==> src/rtl/tsd_pkg.sv <==
package tsd_pkg;

  typedef enum logic [1:0] {
    RG_LOW  = 2'd0,
    RG_HIGH = 2'd1,
    RG_MID  = 2'd2
  } region_e;

  // flags: bit 1 = above upper threshold, bit 0 = below lower threshold
  function automatic region_e classify(input logic [1:0] flags);
    region_e r;
    case (flags)
      2'b10:   r = RG_HIGH;
      2'b01:   r = RG_LOW;
      default: r = RG_MID;
    endcase
    return r;
  endfunction

endpackage

==> src/rtl/tsd_sync.sv <==
module tsd_sync #(
  parameter int WIDTH  = 2,
  parameter int STAGES = 2
) (
  input  logic             clk,
  input  logic             rst,
  input  logic [WIDTH-1:0] d_i,
  output logic [WIDTH-1:0] q_o
);

  logic [WIDTH-1:0] chain [STAGES];

  for (genvar s = 0; s < STAGES; s++) begin : g_stage
    if (s == 0) begin : g_first
      always_ff @(posedge clk) begin
        if (rst) chain[s] <= '0;
        else     chain[s] <= d_i;
      end
    end else begin : g_next
      always_ff @(posedge clk) begin
        if (rst) chain[s] <= '0;
        else     chain[s] <= chain[s-1];
      end
    end
  end

  assign q_o = chain[STAGES-1];

endmodule

==> src/rtl/tsd_classify.sv <==
module tsd_classify
  import tsd_pkg::*;
(
  input  logic        clk,
  input  logic        rst,
  input  logic [1:0]  flags_i,
  output region_e     region_o
);

  region_e region_q;

  always_ff @(posedge clk) begin
    if (rst) region_q <= RG_MID;
    else     region_q <= classify(flags_i);
  end

  assign region_o = region_q;

  p_high_decode_r1: assert property (@(posedge clk) disable iff (rst)
    (flags_i == 2'b10) |=> (region_q == RG_HIGH));

  p_conflict_mid_r1: assert property (@(posedge clk) disable iff (rst)
    (flags_i == 2'b11) |=> (region_q == RG_MID));

  p_open_mid_r1: assert property (@(posedge clk) disable iff (rst)
    (flags_i == 2'b00) |=> (region_q == RG_MID));

endmodule

==> src/rtl/tsd_holdoff.sv <==
module tsd_holdoff
  import tsd_pkg::*;
#(
  parameter int HOLD_CYCLES = 18
) (
  input  logic    clk,
  input  logic    rst,
  input  region_e region_i,
  output logic    pwm_o,
  output logic    tri_o,
  output logic    exit_o
);

  localparam int CNT_W = $clog2(HOLD_CYCLES + 1);
  localparam logic [CNT_W-1:0] HOLD_MAX = CNT_W'(HOLD_CYCLES);
  localparam logic [CNT_W-1:0] HOLD_M1  = CNT_W'(HOLD_CYCLES - 1);

  logic [CNT_W-1:0] cnt_q;
  logic             pwm_q, tri_q, exit_q;
  logic             qualified;

  // the current mid sample completes the hold-off window
  assign qualified = (cnt_q >= HOLD_M1);

  always_ff @(posedge clk) begin
    if (rst) begin
      cnt_q  <= '0;
      pwm_q  <= 1'b0;
      tri_q  <= 1'b1;
      exit_q <= 1'b0;
    end else begin
      case (region_i)
        RG_HIGH, RG_LOW: begin
          cnt_q  <= '0;
          pwm_q  <= (region_i == RG_HIGH);
          tri_q  <= 1'b0;
          exit_q <= tri_q;
        end
        default: begin
          exit_q <= 1'b0;
          if (cnt_q != HOLD_MAX) cnt_q <= cnt_q + 1'b1;
          if (qualified) begin
            tri_q <= 1'b1;
            pwm_q <= 1'b0;
          end
        end
      endcase
    end
  end

  assign pwm_o  = pwm_q;
  assign tri_o  = tri_q;
  assign exit_o = exit_q;

  p_off_in_shutdown_r3: assert property (@(posedge clk) disable iff (rst)
    tri_q |-> !pwm_q);

  p_qualified_entry_r4: assert property (@(posedge clk) disable iff (rst)
    $rose(tri_q) |-> ($past(cnt_q) == HOLD_M1));

  p_exit_on_release_r6: assert property (@(posedge clk) disable iff (rst)
    $fell(tri_q) |-> exit_q);

  p_exit_single_r6: assert property (@(posedge clk) disable iff (rst)
    exit_q |=> !exit_q);

  p_count_restart_r8: assert property (@(posedge clk) disable iff (rst)
    (region_i != RG_MID) |=> (cnt_q == '0));

endmodule

==> src/rtl/tsd_pwm_decoder.sv <==
module tsd_pwm_decoder
  import tsd_pkg::*;
#(
  parameter int HOLD_CYCLES = 18,
  parameter int SYNC_STAGES = 2
) (
  input  logic clk,
  input  logic rst,
  input  logic above_hi,
  input  logic below_lo,
  output logic pwm_cmd,
  output logic tristate_active,
  output logic exit_pulse
);

  logic [1:0] flags_sync;
  region_e    region;

  tsd_sync #(.WIDTH(2), .STAGES(SYNC_STAGES)) u_sync (
    .clk (clk),
    .rst (rst),
    .d_i ({above_hi, below_lo}),
    .q_o (flags_sync)
  );

  tsd_classify u_cls (
    .clk      (clk),
    .rst      (rst),
    .flags_i  (flags_sync),
    .region_o (region)
  );

  tsd_holdoff #(.HOLD_CYCLES(HOLD_CYCLES)) u_hold (
    .clk      (clk),
    .rst      (rst),
    .region_i (region),
    .pwm_o    (pwm_cmd),
    .tri_o    (tristate_active),
    .exit_o   (exit_pulse)
  );

  p_exit_only_when_running_r6: assert property (@(posedge clk) disable iff (rst)
    exit_pulse |-> !tristate_active);

endmodule

==> config.mk <==
export PLATFORM = sky130hd
export DESIGN_NAME = tsd_pwm_decoder
export DESIGN_NICKNAME = d
export VERILOG_FILES = /design/src/rtl/tsd_pkg.sv /design/src/rtl/tsd_sync.sv /design/src/rtl/tsd_classify.sv /design/src/rtl/tsd_holdoff.sv /design/src/rtl/tsd_pwm_decoder.sv
export SDC_FILE = /design/constraint.sdc
export NUM_CORES = 1
export LEC_CHECK = 0
export BUFFER_PORTS_ARGS = -buffer_cell sky130_fd_sc_hd__buf_4
export CAP_MARGIN = 0
export CORE_AREA = 10 10 47 49
export CTS_BUF_LIST = sky130_fd_sc_hd__clkbuf_16
export DETAILED_ROUTE_END_ITERATION = 16
export DIE_AREA = 0 0 57 59
export GPL_TIMING_DRIVEN = 0
export PLACE_DENSITY = 0.65
export SETUP_SLACK_MARGIN = 0.02
export SLEW_MARGIN = 20
export SYNTH_ARGS = -nofsm -noshare
export SYNTH_HDL_FRONTEND = slang
export SYNTH_SLANG_ARGS = --single-unit
==> constraint.sdc <==
create_clock -name clk -period 2.1 [get_ports clk]
set_clock_uncertainty 0.1 [all_clocks]
set_input_delay 0.105 -clock clk [delete_from_list [all_inputs] [get_ports clk]]
set_output_delay 0.105 -clock clk [all_outputs]
set_load 0.005 [all_outputs]
==> flow_metrics.env <==
export IMPL_nets=74
export IMPL_cts_clk_slew_worst_paths_ps=40
export IMPL_rsz0062_at_grt="false"
export IMPL_start_util_pct=38.57
export IMPL_drc=0
export IMPL_path_buf_inv=1
export IMPL_combPwrFrac_pct=5.5
export IMPL_crit_arrival_ps=1770
export IMPL_cp_end_kind="flip-flop"
export IMPL_yosysSeqAreaShare_pct=51.85
export IMPL_pwr_share_clk_pct=52.1
export IMPL_max_cap_viol_count=0
export IMPL_cts_buffers=3
export IMPL_design_area_um2=696.9
export IMPL_antenna_found_initial=0
export IMPL_tightest_slew_ps=347.4
export IMPL_layout_drive_gt1_share_pct=15.38
export IMPL_p_leak_nw=0.2894
export IMPL_power_internal_w=0.0005517
export IMPL_wl_per_cell_um=10.79
export IMPL_cts_hold_buf=2
export IMPL_use_met1_pct=6.643
export IMPL_grt_met2_usage_pct=7.752
export IMPL_grt_busiest_layer="met4"
export IMPL_clockRootBuffer="clkbuf_16"
export IMPL_slowest_delay_ps=470
export IMPL_startpoint="u_hold.cnt_q[1]$_SDFFE_PP0P_"
export IMPL_met3_usage_pct=2.361
export IMPL_seqPwrFrac_pct=42.4
export IMPL_required_ps=2170
export IMPL_power_per_cell_area_mw_per_mm2=981.4
export IMPL_fmaxAchievable_mhz=588.2
export IMPL_crit_family="simple AND/OR/NAND/NOR gates"
export IMPL_htree_levels=1
export IMPL_dr_pass1_iters=2
export IMPL_setup_violations=0
export IMPL_vdd_drop_max_mv=0.6358
export IMPL_post_dp_cell_area_um2=598.1
export IMPL_clock_latency_ps=240
export IMPL_path_cells="inv_1 -> ha_1 -> or3_1 -> or4_1 -> a21oi_1"
export IMPL_drv_slew=0
export IMPL_p_sw_share_pct=19.33
export IMPL_post_cts_setup_buffer_count=0
export IMPL_diodes=0
export IMPL_yosysUniqueCellTypes=20
export IMPL_syn_nets=62
export IMPL_switching_power_w=0.0001322
export IMPL_fin_setup_tns_ps=0
export IMPL_row_count=14
export IMPL_crit_path_top_delay_cell="or4_1"
export IMPL_die_area_mm2=0.003363
export IMPL_finalCriticalPeriod_ps=1700
export IMPL_drt_total_wl_um=874
export IMPL_grt_overflow_total=0
export IMPL_core_area_mm2=0.001401
export IMPL_worstSetupStartpointType="flip-flop"
export IMPL_hold_viol=0
export IMPL_whs_ps=62.35
export IMPL_status="finished clean"
export IMPL_post_dp_hpwl_um=574.5
export IMPL_syn_inst=54
export IMPL_portBuffers=5
export IMPL_die_w_um=57
export IMPL_clk_path_buf_depth=2
export IMPL_fin_ws_ps=399.8
export IMPL_criticalPathCategory="reg2reg"
export IMPL_grt_max_degree=11
export IMPL_grt_pass1_wl_um=1524
export IMPL_holdCritPathClass="in2reg"
export IMPL_ys_ff_latch=14
export IMPL_final_antenna_net_count=0
export IMPL_gp_congestion=0.7649
export IMPL_syn_area_um2=540.5
export IMPL_fp_dieH_um=59
export IMPL_cts_resized=0
export IMPL_grt_usage_pct=6.087
export IMPL_drt_iter0_drc=2
export IMPL_cts_tree="yes"
export IMPL_utilization_pct=49.73
export IMPL_synth_area_per_cell_um2=10.01
export IMPL_cp_max_fo=6
export IMPL_grt_pass1_vias=340
export IMPL_relSlewSlack_pct=76.55
export IMPL_hp_start="rst"
export IMPL_r2r_start="u_hold.cnt_q[1]$_SDFFE_PP0P_"
export IMPL_cts_sinks=14
export IMPL_drt_vias_per_instance=4.728
export IMPL_final_period_utilization_pct=80.96
export IMPL_synth_warnings=0
export IMPL_num_vias=383
export IMPL_pre_cts_slack_ps=415.6
export IMPL_area_growth_pct=28.94
export IMPL_ios=7
==> cell families after synthesis <==
group	synth area share (%)
simple gates	22.69
flops	51.85
compound gates	6.020
buf+inv	3.702
xor+xnor	6.483
fa+ha+maj	9.260
==> power groups by stage <==
stage,clock network (W),logic [W],registers (W)
CTS,0.000366,0.0000382,0.000291
floorplan,0,0.0000243,0.000293
global route,0.000376,0.0000438,0.000292
global placement,0,0.0000340,0.000295
detailed placement,0,0.0000346,0.000295
finish,0.000356,0.0000375,0.000290
==> layer usage <==
layer  part of all wire (%)  wire length (µm)
met2                     42               369
met4                    3.7                32
met1                     48               423
met5                      0                 0
met3                    5.6                49
==> synthesized netlist by cell type <==
cell type  instances  share of area, %
xor2_1             2               3.2
a21oi_1            2               1.9
dfxtp_1           14                52
nand3_1            2               1.9
or3_1              1               1.2
nor2_1             5               3.5
o311ai_0           1               1.6
nand2b_1           1               1.2
xnor2_1            2               3.2
ha_1               4               9.3
clkbuf_2           1              0.93
a31oi_1            1               1.2
nand4bb_1          1               2.1
or2_2              1               1.2
a211oi_1           1               1.4
nand2_1            3               2.1
nor3b_1            1               1.4
or4_1              1               1.4
nor2b_1            6               6.9
inv_1              4               2.8
==> path summary, 6_finish.rpt <==
path                                   endpoint  slack (ps)  cells after the start
setup reg to reg      u_hold.pwm_o$_SDFFE_PP0P_         400                      5
hold reg to reg   u_sync.chain[1][0]$_SDFF_PP0_         340                      1
hold / removal        u_hold.pwm_o$_SDFFE_PP0P_          60                      2
setup / recovery      u_hold.pwm_o$_SDFFE_PP0P_         400                      5
==> per-stage QoR <==
step                cells   power, W
finish                 81  0.0006839
floorplan              54  0.0003172
global route           81  0.0007123
detailed placement     75  0.0003298
global placement       75  0.0003287
CTS                    81  0.0006945
==> registers in the layout, indices dropped and copies added, names as in the netlist <==
signal and flops:
u_hold.tri_o 1, u_cls.region_o 2, u_hold.exit_o 1, u_hold.cnt_q 5, u_hold.pwm_o 1, u_sync.chain 4
==> final cells by class <==
type | count | area [µm²]
clock buffers | 3 | 75.07
plain buffers | 1 | 5.005
repair buffers | 7 | 57.56
well taps | 16 | 20.02
clock inverters | 1 | 3.754
flip-flops and latches | 14 | 280.3
fillers | 144 | 704.4
inverters | 4 | 15.01
multi-input cells | 35 | 240.2
==> cells in the final DEF, fill, tap and decap left out, drive strengths merged, types with 2 or more instances in the layout <==
master,count
a21oi,2
buf,5
clkbuf,4
dfxtp,14
dlygate4sd3,2
ha,4
inv,4
nand2,3
nand3,2
nor2,5
nor2b,6
xnor2,2
xor2,2
==> worst register-to-register path: stages, from the launching register on <==
cell and delay, ps:
dfxtp_1 410, inv_1 60, ha_1 160, or3_1 310, or4_1 470, a21oi_1 120
Power figures use the tool's default switching activity.
